==> src/rtl/tlc_pkg.sv <==
package tlc_pkg;

    typedef enum logic [2:0] {
        Z_GO    = 3'd0,
        Z_WARN  = 3'd1,
        Z_CLEAR = 3'd2,
        X_GO    = 3'd3,
        X_WARN  = 3'd4,
        X_CLEAR = 3'd5
    } phase_t;

    typedef struct packed {
        logic grn;
        logic yel;
        logic red;
    } lamp_t;

    localparam lamp_t LAMP_RED = '{grn: 1'b0, yel: 1'b0, red: 1'b1};
    localparam lamp_t LAMP_YEL = '{grn: 1'b0, yel: 1'b1, red: 1'b0};
    localparam lamp_t LAMP_GRN = '{grn: 1'b1, yel: 1'b0, red: 1'b0};

endpackage

==> src/rtl/tlc_phase_fsm.sv <==
module tlc_phase_fsm
    import tlc_pkg::*;
#(
    parameter int ZG_MIN = 20,
    parameter int Z_YEL  = 3,
    parameter int CLR    = 1,
    parameter int X_GRN  = 10,
    parameter int X_YEL  = 3
) (
    input  logic   clk,
    input  logic   rst,
    input  logic   tick,
    input  logic   req,
    output phase_t state_q,
    output phase_t state_d,
    output lamp_t  x_lamp,
    output lamp_t  z_lamp
);

    localparam int MAX_A   = (ZG_MIN > X_GRN) ? ZG_MIN : X_GRN;
    localparam int MAX_B   = (Z_YEL > X_YEL) ? Z_YEL : X_YEL;
    localparam int MAX_C   = (MAX_B > CLR) ? MAX_B : CLR;
    localparam int MAX_DUR = (MAX_A > MAX_C) ? MAX_A : MAX_C;
    localparam int TMR_W   = $clog2(MAX_DUR + 1);

    localparam logic [TMR_W-1:0] ZG_LAST = TMR_W'(ZG_MIN - 1);
    localparam logic [TMR_W-1:0] ZY_LAST = TMR_W'(Z_YEL - 1);
    localparam logic [TMR_W-1:0] CL_LAST = TMR_W'(CLR - 1);
    localparam logic [TMR_W-1:0] XG_LAST = TMR_W'(X_GRN - 1);
    localparam logic [TMR_W-1:0] XY_LAST = TMR_W'(X_YEL - 1);
    localparam logic [TMR_W-1:0] ONE     = TMR_W'(1);

    logic [TMR_W-1:0] tmr_q, tmr_d;

    // next-state and phase timer
    always_comb begin
        state_d = state_q;
        tmr_d   = tmr_q;
        if (tick) begin
            unique case (state_q)
                Z_GO: begin
                    if (tmr_q != ZG_LAST) begin
                        tmr_d = tmr_q + ONE;
                    end else if (req) begin
                        state_d = Z_WARN;
                        tmr_d   = '0;
                    end
                end
                Z_WARN: begin
                    if (tmr_q == ZY_LAST) begin
                        state_d = Z_CLEAR;
                        tmr_d   = '0;
                    end else begin
                        tmr_d = tmr_q + ONE;
                    end
                end
                Z_CLEAR: begin
                    if (tmr_q == CL_LAST) begin
                        state_d = X_GO;
                        tmr_d   = '0;
                    end else begin
                        tmr_d = tmr_q + ONE;
                    end
                end
                X_GO: begin
                    if (tmr_q == XG_LAST) begin
                        state_d = X_WARN;
                        tmr_d   = '0;
                    end else begin
                        tmr_d = tmr_q + ONE;
                    end
                end
                X_WARN: begin
                    if (tmr_q == XY_LAST) begin
                        state_d = X_CLEAR;
                        tmr_d   = '0;
                    end else begin
                        tmr_d = tmr_q + ONE;
                    end
                end
                X_CLEAR: begin
                    if (tmr_q == CL_LAST) begin
                        state_d = Z_GO;
                        tmr_d   = '0;
                    end else begin
                        tmr_d = tmr_q + ONE;
                    end
                end
                default: begin
                    state_d = Z_GO;
                    tmr_d   = '0;
                end
            endcase
        end
    end

    // state register
    always_ff @(posedge clk) begin
        if (rst) begin
            state_q <= Z_GO;
            tmr_q   <= '0;
        end else begin
            state_q <= state_d;
            tmr_q   <= tmr_d;
        end
    end

    // lamp decode
    always_comb begin
        x_lamp = LAMP_RED;
        z_lamp = LAMP_RED;
        unique case (state_q)
            Z_GO:    z_lamp = LAMP_GRN;
            Z_WARN:  z_lamp = LAMP_YEL;
            Z_CLEAR: z_lamp = LAMP_RED;
            X_GO:    x_lamp = LAMP_GRN;
            X_WARN:  x_lamp = LAMP_YEL;
            X_CLEAR: x_lamp = LAMP_RED;
            default: begin
                x_lamp = LAMP_RED;
                z_lamp = LAMP_RED;
            end
        endcase
    end

endmodule

==> src/rtl/tlc_req_latch.sv <==
module tlc_req_latch (
    input  logic clk,
    input  logic rst,
    input  logic sens_a,
    input  logic sens_c,
    input  logic x_red,
    input  logic grant,
    output logic req
);

    always_ff @(posedge clk) begin
        if (rst || grant) begin
            req <= 1'b0;
        end else if ((sens_a || sens_c) && x_red) begin
            req <= 1'b1;
        end
    end

endmodule

==> src/rtl/tlc_walk_timer.sv <==
module tlc_walk_timer #(
    parameter int WALK_W     = 4,
    parameter int WALK_START = 9
) (
    input  logic              clk,
    input  logic              rst,
    input  logic              tick,
    input  logic              green_q,
    input  logic              green_d,
    output logic [WALK_W-1:0] count
);

    localparam logic [WALK_W-1:0] START = WALK_W'(WALK_START);
    localparam logic [WALK_W-1:0] ONE   = WALK_W'(1);

    always_ff @(posedge clk) begin
        if (rst || !green_d) begin
            count <= '0;
        end else if (!green_q) begin
            count <= START;
        end else if (tick && (count != '0)) begin
            count <= count - ONE;
        end
    end

endmodule

==> src/rtl/tlc_cam_trig.sv <==
module tlc_cam_trig (
    input  logic clk,
    input  logic rst,
    input  logic sense,
    input  logic armed,
    output logic pulse
);

    logic prev;

    always_ff @(posedge clk) begin
        if (rst) begin
            prev  <= 1'b0;
            pulse <= 1'b0;
        end else begin
            prev  <= sense;
            pulse <= sense && !prev && armed;
        end
    end

endmodule

==> src/rtl/tlc_intersection.sv <==
module tlc_intersection
    import tlc_pkg::*;
#(
    parameter int ZG_MIN     = 20,
    parameter int Z_YEL      = 3,
    parameter int CLR        = 1,
    parameter int X_GRN      = 10,
    parameter int X_YEL      = 3,
    parameter int WALK_W     = 4,
    parameter int WALK_START = 9,
    parameter int BAR_W      = 10
) (
    input  logic              clk,
    input  logic              rst,
    input  logic              sec_tick,
    input  logic              sens_a,
    input  logic              sens_b,
    input  logic              sens_c,
    input  logic              sens_d,
    output logic [BAR_W-1:0]  bar_o,
    output logic [WALK_W-1:0] walk_x,
    output logic [WALK_W-1:0] walk_z
);

    localparam int NDIR  = 2;
    localparam int NCAM  = 2;
    localparam int USED  = 6 + NCAM;

    phase_t state_q, state_d;
    lamp_t  x_lamp, z_lamp;
    logic   req;
    logic   grant;

    logic              green_q  [NDIR];
    logic              green_d  [NDIR];
    logic [WALK_W-1:0] walk_cnt [NDIR];
    logic [NCAM-1:0]   cam_in;
    logic [NCAM-1:0]   cam_out;

    tlc_phase_fsm #(
        .ZG_MIN (ZG_MIN),
        .Z_YEL  (Z_YEL),
        .CLR    (CLR),
        .X_GRN  (X_GRN),
        .X_YEL  (X_YEL)
    ) u_fsm (
        .clk     (clk),
        .rst     (rst),
        .tick    (sec_tick),
        .req     (req),
        .state_q (state_q),
        .state_d (state_d),
        .x_lamp  (x_lamp),
        .z_lamp  (z_lamp)
    );

    assign grant = (state_d == X_GO) && (state_q != X_GO);

    tlc_req_latch u_req (
        .clk    (clk),
        .rst    (rst),
        .sens_a (sens_a),
        .sens_c (sens_c),
        .x_red  (x_lamp.red),
        .grant  (grant),
        .req    (req)
    );

    // index 0: side street, index 1: highway
    assign green_q[0] = (state_q == X_GO);
    assign green_d[0] = (state_d == X_GO);
    assign green_q[1] = (state_q == Z_GO);
    assign green_d[1] = (state_d == Z_GO);

    for (genvar i = 0; i < NDIR; i++) begin : g_walk
        tlc_walk_timer #(
            .WALK_W     (WALK_W),
            .WALK_START (WALK_START)
        ) u_walk (
            .clk     (clk),
            .rst     (rst),
            .tick    (sec_tick),
            .green_q (green_q[i]),
            .green_d (green_d[i]),
            .count   (walk_cnt[i])
        );
    end

    assign walk_x = walk_cnt[0];
    assign walk_z = walk_cnt[1];

    // index 0: camera U from sens_d, index 1: camera V from sens_b
    assign cam_in = {sens_b, sens_d};

    for (genvar k = 0; k < NCAM; k++) begin : g_cam
        tlc_cam_trig u_cam (
            .clk   (clk),
            .rst   (rst),
            .sense (cam_in[k]),
            .armed (x_lamp.red),
            .pulse (cam_out[k])
        );
    end

    assign bar_o = {{(BAR_W - USED){1'b0}}, cam_out,
                    x_lamp.grn, x_lamp.yel, x_lamp.red,
                    z_lamp.grn, z_lamp.yel, z_lamp.red};

endmodule

==> config.mk <==
export PLATFORM = sky130hd
export DESIGN_NAME = tlc_intersection
export DESIGN_NICKNAME = d
export VERILOG_FILES = /design/src/rtl/tlc_pkg.sv /design/src/rtl/tlc_phase_fsm.sv /design/src/rtl/tlc_req_latch.sv /design/src/rtl/tlc_walk_timer.sv /design/src/rtl/tlc_cam_trig.sv /design/src/rtl/tlc_intersection.sv
export SDC_FILE = /design/constraint.sdc
export NUM_CORES = 1
export LEC_CHECK = 0
export BUFFER_PORTS_ARGS = -buffer_cell sky130_fd_sc_hd__buf_4
export CAP_MARGIN = 20
export CORE_AREA = 3 3 59 61
export DETAILED_ROUTE_END_ITERATION = 16
export DIE_AREA = 0 0 62 64
export PLACE_DENSITY = 0.69
export SLEW_MARGIN = 25
export SYNTH_ARGS = -nofsm -noshare
export SYNTH_HDL_FRONTEND = slang
export SYNTH_SLANG_ARGS = --single-unit
==> constraint.sdc <==
create_clock -name clk -period 1.79 [get_ports clk]
set_clock_uncertainty 0.15 [all_clocks]
set_input_delay 0.358 -clock clk [delete_from_list [all_inputs] [get_ports clk]]
set_output_delay 0.358 -clock clk [all_outputs]
set_load 0.005 [all_outputs]
==> flow_metrics.py, run 1 <==
metrics = {
    "worst_setup_path": {
        "r2r_cells": 8,
        "worst_setup_path_start_kind": "register",
        "worstSetupPathType": "register to register",
        "path_cells": "inv_4 > ha_4 > mux2_4 > a21oi_2 > o21ai_2 > buf_4 > and3_4 > o221a_1",
        "cp.depth": 8,
        "path_max_fanout": 4,
        "ff2ff_setup_slack_ns": -0.16,
        "cp-end-kind": "register",
        "critical_path.top_delay_family": "compound AO/OA/AOI/OAI gates",
        "cp_slowest_cell": "dfxtp_2",
        "critPathMaxStageDelay_ns": 0.42,
        "rr_startpoint": "u_fsm.tmr_q[0]",
        "cp.required_ns": 1.83,
        "critPathArrivalTime_ns": 1.99,
        "cp.buffers_inverters": 2,
        "crit_start": "u_fsm.tmr_q[0]",
        "endpoint": "u_req.req",
        "r2r_end": "u_req.req",
    },
    "logic_synthesis": {
        "synth_cell_types": 61,
        "syn_area_mm2": 0.00146,
        "ys_seq_area_frac": 0.287,
        "synth_edf_count": 0,
        "syn_avg_cell_area_um2": 9.15,
        "synthArstFlopShare": 0,
        "ys.flop_type": "dfxtp_1",
        "synth-seq-cells": 21,
        "yosys_warnings": 0,
        "netlist_instances": 160,
    },
    "final_layout": {
        "layout.nets": 223,
        "instances_no_fill": 253,
        "drive_above_1_share": 0.579,
        "syn_to_final_growth_pct": 43.4,
        "insertedDiodeCount": 0,
        "final.fill_count": 248,
        "final_core_util": 0.693,
    },
    "place": {
        "place.gp.congestion": 0.827,
        "portBuffers": 22,
        "place_ws_ns": -0.197,
        "place_hpwl_um": 2810,
        "place_inst": 243,
    },
    "cts": {
        "cts_made_buffers": 3,
        "path_clk_slew_ns": 0.11,
        "postCtsHoldBufs": 0,
        "cts_root_buf": "clkbuf_4",
        "cts_tree": "built",
        "cts.sinks": 21,
        "cts_buffer_depth": 2,
        "htreeDepth": 1,
        "clock_latency_ns": 0.29,
    },
    "die": {
        "fp.coreArea_mm2": 0.00303,
        "die_y_um": 64,
        "die_w_um": 62,
        "dieArea_mm2": 0.00397,
        "row_count": 20,
        "ios": 25,
        "start_util": 0.483,
    },
    "route": {
        "via_per_inst": 5.38,
        "drt_wl_total_um": 3820,
        "final_antenna_net_count": 0,
        "drt-initial-drc-count": 43,
        "via_count": 1361,
        "drt_first_pass_iters": 4,
        "drcViolationCount": 0,
        "routedWlPerCell_um": 15.1,
    },
    "power_and_ir_drop": {
        "p_switching_uw": 433,
        "p_sw_frac": 0.308,
        "powerDensity_mw_per_mm2": 671,
        "p_total_mw": 1.41,
        "p_comb_frac": 0.447,
        "p_leak_nw": 0.848,
        "seqPwrFrac": 0.396,
        "irDropWorstVdd_mv": 0.324,
        "power.internal_uw": 975,
        "pwr-share-clk": 0.157,
    },
    "sta": {
        "rsz0062_at_grt": "yes",
        "fmax_mhz": 512,
        "finalSetupViolations": 13,
        "slew_viol_final": 0,
        "fin_hold_ws_ns": 0.162,
        "final.period_utilization": 1.09,
        "post-route-min-period_ns": 1.95,
        "setup_ws_ns": -0.163,
        "hold_viol": 0,
    },
    "global_routing": {
        "grt_overflow": 0,
        "grt_pass1_vias": 1358,
        "track_usage": 0.203,
        "antenna_found_initial": 0,
        "grt_max_degree": 13,
        "grt_pass1_wl_um": 6280,
    },
    "run": {
        "maxCapViolations": 0,
    },
    "status": {
        "status": "finished with violations",
        "violations": "setup timing",
    },
    "worst_hold_path": {
        "hold_class": "input port to register",
    },
}
layout by cell type, fill, tap and decap left out, drive strengths merged, types with 2 or more instances in the layout:
master / synthesis / layout
buf: 13 / 59
dfxtp: 21 / 21
inv: 12 / 12
nand2: 11 / 11
nor2: 10 / 10
a21oi: 9 / 9
nand3: 7 / 7
ha: 6 / 6
o21ai: 6 / 6
xor2: 4 / 4
clkbuf: 2 / 4
nand3b: 3 / 3
xnor2: 3 / 3
nand4: 3 / 3
a2111oi: 3 / 3
or2: 3 / 3
a31oi: 3 / 3
nor2b: 3 / 3
nor3b: 3 / 3
nor4: 3 / 3
nor3: 3 / 3
and4bb: 2 / 2
a31o: 2 / 2
a211oi: 2 / 2
conb: 1 / 2
nand2b: 2 / 2
nor4b: 2 / 2
mux2: 2 / 2
worst min path at each step:
stage | startpoint | end | slack [ns] | depth (start not counted)
after global routing | sens_b | g_cam[1].u_cam.prev | 0.16 | 2
after global placement | g_cam[0].u_cam.prev | g_cam[0].u_cam.pulse | 0.23 | 1
after CTS | sens_d | g_cam[0].u_cam.prev | 0.16 | 2
after floorplan | g_cam[0].u_cam.prev | g_cam[0].u_cam.pulse | 0.22 | 1
after detailed placement | g_cam[1].u_cam.prev | g_cam[1].u_cam.pulse | 0.23 | 1
final | sens_d | g_cam[0].u_cam.prev | 0.16 | 2
power by group through the flow:
stage          logic, mW  registers, mW  clock network (mW)
3_3_place_gp       0.535          0.562                   0
3_5_place_dp       0.558          0.567                   0
5_1_grt            0.693          0.567               0.255
2_1_floorplan      0.338          0.577                   0
6_report           0.629          0.559               0.221
4_1_cts            0.628          0.559               0.230
flip-flops by register name, indices dropped and copies added (netlist names):
name and cells:
g_walk.u_walk.count 8, u_fsm.state_q 3, g_cam.u_cam.pulse 2, u_fsm.tmr_q 5
u_req.req 1, g_cam.u_cam.prev 2
cell families after synthesis:
family	Yosys count	share of synthesized area
AO/OA/AOI/OAI	32	0.205
XOR/XNOR	7	0.0419
adder cells (fa/ha/maj)	6	0.0513
buffers and inverters	28	0.107
flip-flops	21	0.287
multiplexers	3	0.0222
other	1	0.00256
AND/OR/NAND/NOR	62	0.283
worst reg2reg max path, stage by stage (launching register included):
cell	delay, ns
dfxtp_2	0.42
inv_4	0.07
ha_4	0.17
mux2_4	0.28
a21oi_2	0.15
o21ai_2	0.10
buf_4	0.14
and3_4	0.16
o221a_1	0.20
layout make-up:
cell class,instances,area (µm²),share of cell area
Tap cell,44,55.1,0.0262
Multi-Input combinational cell,112,1050,0.501
Inverter,13,58.8,0.0280
Sequential cell,21,438,0.209
Timing Repair Buffer,59,469,0.223
Clock buffer,4,26.3,0.0125
cell usage after synthesis (all sizes together) (4+ instances only):
master  number  area [µm²]
dfxtp       21         420
buf         13        95.1
inv         12        45.0
nand2       11        43.8
nor2        10        37.5
a21oi        9        48.8
nand3        7        45.0
ha           6        75.1
o21ai        6        37.5
xor2         4        35.0
what timing repair did:
action | in CTS | in global routing
setup endpoints to repair | 19 | 20
resized for setup | 37 | 9
setup buffers | 5 | 1
pin swaps | 11 | 8
metal layers:
layer | share of wire | track usage | vias up
li1 | - | - | 654
met1 | 0.42 | 0.252 | 665
met2 | 0.52 | 0.356 | 38
met3 | 0.052 | 0.0384 | 4
met4 | 0.0094 | 0.0318 | 0
met5 | 0 | 0 | -
per-stage QoR:
stage	instance area, µm²	TNS (ns)
3_3_place_gp	1840	-0.378
3_5_place_dp	1840	-0.828
4_1_cts	2040	-0.604
2_1_floorplan	1490	-0.196
5_1_grt	2100	-2.70
6_report	2100	-1.14
Note: power is estimated with default switching activity, not from simulation.
==> run 2, diff against run 1 <==
Settings changed: RECOVER_POWER set to 100.
==> run 2 against run 1 <==
Largest cell class unchanged. Critical path depth unchanged. Non-clock buffer count unchanged. Flip-flop and latch count did not move. First-iteration DRC count fell by 14%. Core utilization is 0.17 points lower. The run still ends with setup timing left. Via count grew 0.37%. Critical endpoint unchanged. Global-route usage unchanged.
==> flow_metrics.py, run 2 (synthesized netlist as in run 1, its figures left out) <==
metrics = {
    "status": {
        "status": "finished with violations",
        "violations": "setup timing",
    },
    "die": {
        "fp.coreArea_mm2": 0.00303,
        "die_w_um": 62,
        "die_y_um": 64,
        "dieArea_mm2": 0.00397,
        "ios": 25,
        "row_count": 20,
        "start_util": 0.483,
    },
    "worst_setup_path": {
        "worst_setup_path_start_kind": "register",
        "critPathArrivalTime_ns": 1.99,
        "path_max_fanout": 4,
        "ff2ff_setup_slack_ns": -0.16,
        "critical_path.top_delay_family": "compound AO/OA/AOI/OAI gates",
        "critPathMaxStageDelay_ns": 0.42,
        "cp.required_ns": 1.83,
        "worstSetupPathType": "register to register",
        "cp-end-kind": "register",
        "cp_slowest_cell": "dfxtp_2",
        "path_cells": "inv_4 > ha_4 > mux2_4 > a21oi_2 > o21ai_2 > buf_4 > and3_4 > o221a_1",
        "cp.buffers_inverters": 2,
    },
    "power_and_ir_drop": {
        "irDropWorstVdd_mv": 0.323,
        "p_comb_frac": 0.444,
        "pwr-share-clk": 0.159,
        "power.internal_uw": 969,
        "p_leak_nw": 0.840,
        "seqPwrFrac": 0.398,
        "p_sw_frac": 0.310,
        "p_switching_uw": 436,
        "powerDensity_mw_per_mm2": 671,
    },
    "cts": {
        "postCtsHoldBufs": 0,
        "htreeDepth": 1,
        "path_clk_slew_ns": 0.11,
        "cts_root_buf": "clkbuf_4",
        "clock_latency_ns": 0.29,
        "cts.sinks": 21,
        "cts_tree": "built",
        "cts_made_buffers": 3,
        "cts_buffer_depth": 2,
    },
    "final_layout": {
        "insertedDiodeCount": 0,
        "finalInstanceArea_mm2": 0.00209,
        "largest_register_ffs": 8,
        "syn_to_final_growth_pct": 43.1,
        "final_core_util": 0.692,
        "layout.nets": 223,
        "final_cell_mix": "45 x buf_4, 14 x dfxtp_1, 9 x nor2_1, 9 x nand2_1, 9 x clkbuf_4",
        "final_common_cell": "buf_4",
        "top_regs": "g_walk.u_walk.count x8, u_fsm.tmr_q x5, u_fsm.state_q x3",
        "top_register": "g_walk.u_walk.count",
        "drive_above_1_share": 0.569,
    },
    "route": {
        "via_per_inst": 5.40,
        "final_antenna_net_count": 0,
        "routedWlPerCell_um": 15.2,
        "drt_first_pass_iters": 4,
        "via_count": 1366,
        "drcViolationCount": 0,
        "drt-initial-drc-count": 37,
        "drt_wl_total_um": 3830,
    },
    "global_routing": {
        "antenna_found_initial": 0,
        "grt_overflow": 0,
        "grt_pass1_vias": 1358,
        "grt_max_degree": 13,
        "grt_pass1_wl_um": 6280,
        "track_usage": 0.203,
    },
    "run": {
        "maxCapViolations": 0,
    },
    "worst_hold_path": {
        "hold_class": "input port to register",
    },
    "sta": {
        "finalSetupViolations": 15,
        "fin_hold_ws_ns": 0.159,
        "post-route-min-period_ns": 1.95,
        "final.period_utilization": 1.09,
        "fmax_mhz": 513,
        "rsz0062_at_grt": "yes",
        "slew_viol_final": 0,
        "hold_viol": 0,
        "setup_ws_ns": -0.161,
    },
    "place": {
        "place_hpwl_um": 2810,
        "place.gp.congestion": 0.827,
        "placed_area_mm2": 0.00184,
        "portBuffers": 22,
    },
}
-- run 2: cell types whose count changed in the layout (fill, tap and decap cells not counted), sizes merged --
cell	change
buf	-7
clkbuf	+7
-- run 2: per-layer routing --
layer  global-route usage  up-vias  part of all wire
li1                     -      654                 -
met5                    0        -                 0
met4               0.0318        0            0.0094
met1                0.252      670              0.42
met2                0.356       38              0.52
met3               0.0384        4             0.052
-- run 2: final cells by class --
| cell class | count | area (µm²) |
|---|---|---|
| repair buffers | 59 | 465 |
| clock buffers | 4 | 26.3 |
| inverters | 13 | 58.8 |
| fillers | 251 | 933 |
| multi-input cells | 112 | 1050 |
| flip-flops and latches | 21 | 437 |
| well taps | 44 | 55.1 |
-- run 2: stage by stage --
step                power (mW)  setup TNS, ns  setup slack (ns)  cells
detailed placement        1.13         -0.828            -0.197    243
global route              1.51          -2.92            -0.290    253
CTS                       1.42         -0.604            -0.199    252
finish                    1.41          -1.26            -0.161    253
floorplan                0.915         -0.196            -0.196    161
global placement          1.10         -0.378            -0.154    243
-- run 2: power groups by stage --
stage / combinational (mW) / sequential [mW] / clock (mW)
2_1_floorplan: 0.338 / 0.577 / 0
3_3_place_gp: 0.535 / 0.562 / 0
3_5_place_dp: 0.558 / 0.567 / 0
4_1_cts: 0.628 / 0.559 / 0.230
5_1_grt: 0.685 / 0.567 / 0.255
6_report: 0.623 / 0.559 / 0.223
-- run 2: timing repair --
action,in CTS,in global routing
endpoints found under the setup margin,19,20
resized for setup,37,9
setup buffers,5,1
pin swaps,11,8
-- run 2: final timing paths --
check             cells past startpoint                   end                 from
setup reg to reg                      8             u_req.req       u_fsm.tmr_q[0]
hold reg to reg                       1  g_cam[0].u_cam.pulse  g_cam[0].u_cam.prev
hold / removal                        2   g_cam[0].u_cam.prev               sens_d
setup / recovery                      8             u_req.req       u_fsm.tmr_q[0]
==> run 3, diff against run 2 <==
Settings changed: PLACE_DENSITY 0.69 to 0.79, REMOVE_ABC_BUFFERS set to 1, SETUP_SLACK_MARGIN set to 0.2.
==> run 3 against run 2 <==
The flow still finishes with violations (setup timing). Clock power up 7%. First-iteration DRC count up 81%. Global-route usage up 3.4 points. Register-to-register slack worse by 0.03 ns. Cell count up 7.5%.
==> flow_metrics.py, run 3 (synthesized netlist as in run 1, its figures left out) <==
metrics = {
    "power_and_ir_drop": {
        "pwr-share-clk": 0.148,
        "seqPwrFrac": 0.353,
        "irDropWorstVdd_mv": 0.322,
        "p_sw_frac": 0.330,
        "p_switching_uw": 534,
        "powerDensity_mw_per_mm2": 669,
        "power.internal_mw": 1.08,
        "p_comb_frac": 0.499,
        "p_leak_nw": 0.988,
    },
    "worst_setup_path": {
        "rr_startpoint": "u_fsm.state_q[2]",
        "worst_setup_path_start_kind": "register",
        "cp_slowest_cell": "dfxtp_4",
        "path_cells": "buf_6 > buf_6 > nor2b_4 > and2_4 > or2_4 > inv_2 > buf_6",
        "critPathMaxStageDelay_ns": 0.39,
        "crit_path_frequent_cell": "buf_6",
        "ff2ff_setup_slack_ns": -0.19,
        "critPathArrivalTime_ns": 1.49,
        "r2r_cells": 8,
        "cp.depth": 7,
        "critical_path.top_delay_family": "simple AND/OR/NAND/NOR gates",
        "cp.buffers_inverters": 4,
        "worstSetupPathType": "register to output port",
        "cp.required_ns": 1.28,
        "cp-end-kind": "output port",
        "r2r_end": "u_req.req",
        "path_max_fanout": 3,
    },
    "route": {
        "via_per_inst": 5.55,
        "via_count": 1510,
        "routedWlPerCell_um": 17.9,
        "drt_wl_total_um": 4870,
        "drt_first_pass_iters": 4,
        "final_antenna_net_count": 0,
        "drcViolationCount": 0,
        "drt-initial-drc-count": 67,
    },
    "sta": {
        "hold_viol": 0,
        "finalSetupViolations": 20,
        "post-route-min-period_ns": 2.00,
        "fmax_mhz": 501,
        "final.period_utilization": 1.12,
        "slew_viol_final": 0,
        "rsz0062_at_grt": "yes",
        "setup_ws_ns": -0.206,
    },
    "die": {
        "die_w_um": 62,
        "die_y_um": 64,
        "row_count": 20,
        "fp.coreArea_mm2": 0.00303,
        "ios": 25,
        "start_util": 0.483,
        "dieArea_mm2": 0.00397,
    },
    "final_layout": {
        "syn_to_final_growth_pct": 65.3,
        "final_common_cell": "buf_4",
        "final_cell_mix": "50 x buf_4, 20 x buf_6, 12 x dfxtp_1",
        "top_regs": "g_walk.u_walk.count x8, u_fsm.tmr_q x5, u_fsm.state_q x3",
        "final_core_util": 0.799,
        "largest_register_ffs": 8,
        "drive_above_1_share": 0.693,
        "layout.nets": 242,
        "insertedDiodeCount": 0,
        "top_register": "g_walk.u_walk.count",
    },
    "global_routing": {
        "grt_pass1_wl_um": 7050,
        "grt_pass1_vias": 1503,
        "grt_overflow": 0,
        "antenna_found_initial": 0,
        "track_usage": 0.236,
        "grt_max_degree": 13,
    },
    "place": {
        "place_hpwl_um": 2770,
        "portBuffers": 22,
        "place_ws_ns": -0.230,
        "place.gp.congestion": 0.906,
    },
    "cts": {
        "clock_latency_ns": 0.31,
        "cts.sinks": 21,
        "cts_buffer_depth": 2,
        "cts_tree": "built",
        "cts_made_buffers": 3,
        "htreeDepth": 1,
        "postCtsHoldBufs": 0,
        "cts_root_buf": "clkbuf_4",
        "path_clk_slew_ns": 0.13,
    },
    "run": {
        "maxCapViolations": 0,
    },
    "worst_hold_path": {
        "hp-start": "sens_d",
        "hold_class": "input port to register",
        "hold-path-endpoint": "g_cam[0].u_cam.prev",
        "holdPathStages": 2,
    },
    "status": {
        "violations": "setup timing",
        "status": "finished with violations",
    },
}
==> run 3: metrics by stage <==
step	area (µm²)	instances	total power, mW	setup TNS, ns	hold slack (ns)
6_report	2420	272	1.62	-2.56	0.162
5_1_grt	2420	272	1.71	-3.85	0.165
4_1_cts	2290	266	1.53	-1.28	0.160
3_5_place_dp	1840	245	1.08	-2.40	0.247
3_3_place_gp	1840	245	1.05	-1.51	0.229
2_1_floorplan	1360	146	0.861	-0.499	0.223
==> run 3: layout make-up <==
class / count / area [µm²]
timing repair buffer: 78 / 673
sequential: 21 / 444
multi-input combinational: 112 / 1160
inverter: 13 / 57.6
clock buffer: 3 / 22.5
tap: 44 / 55.1
clock inverter: 1 / 5.00
fill: 185 / 608
==> run 3: worst max-delay path by stage <==
stage                                    startpoint                         to
after global placement    g_walk[1].u_walk.count[0]  g_walk[1].u_walk.count[3]
after CTS                 g_walk[1].u_walk.count[0]  g_walk[1].u_walk.count[3]
after global routing               u_fsm.state_q[2]                   bar_o[3]
after floorplan           g_walk[1].u_walk.count[0]  g_walk[1].u_walk.count[3]
after detailed placement  g_walk[1].u_walk.count[0]  g_walk[1].u_walk.count[3]
final                              u_fsm.state_q[2]                   bar_o[3]
==> run 3: metal layers <==
layer,up-vias,track usage,routed length [µm]
met1,750,0.271,2000
met2,54,0.420,2560
li1,695,-,-
met3,11,0.0202,200
met4,0,0.111,112
met5,-,0,0
==> run 3: repair_timing <==
item	4_1_cts	5_1_grt
setup endpoints to repair	24	25
setup buffers	17	6
pin swaps	32	9
gates resized for setup	73	21
==> run 3: power by group through the flow <==
stage	combinational (mW)	sequential (mW)	clock, mW
2_1_floorplan	0.294	0.567	0
3_3_place_gp	0.488	0.559	0
3_5_place_dp	0.513	0.567	0
4_1_cts	0.731	0.565	0.236
5_1_grt	0.875	0.578	0.260
6_report	0.807	0.572	0.239
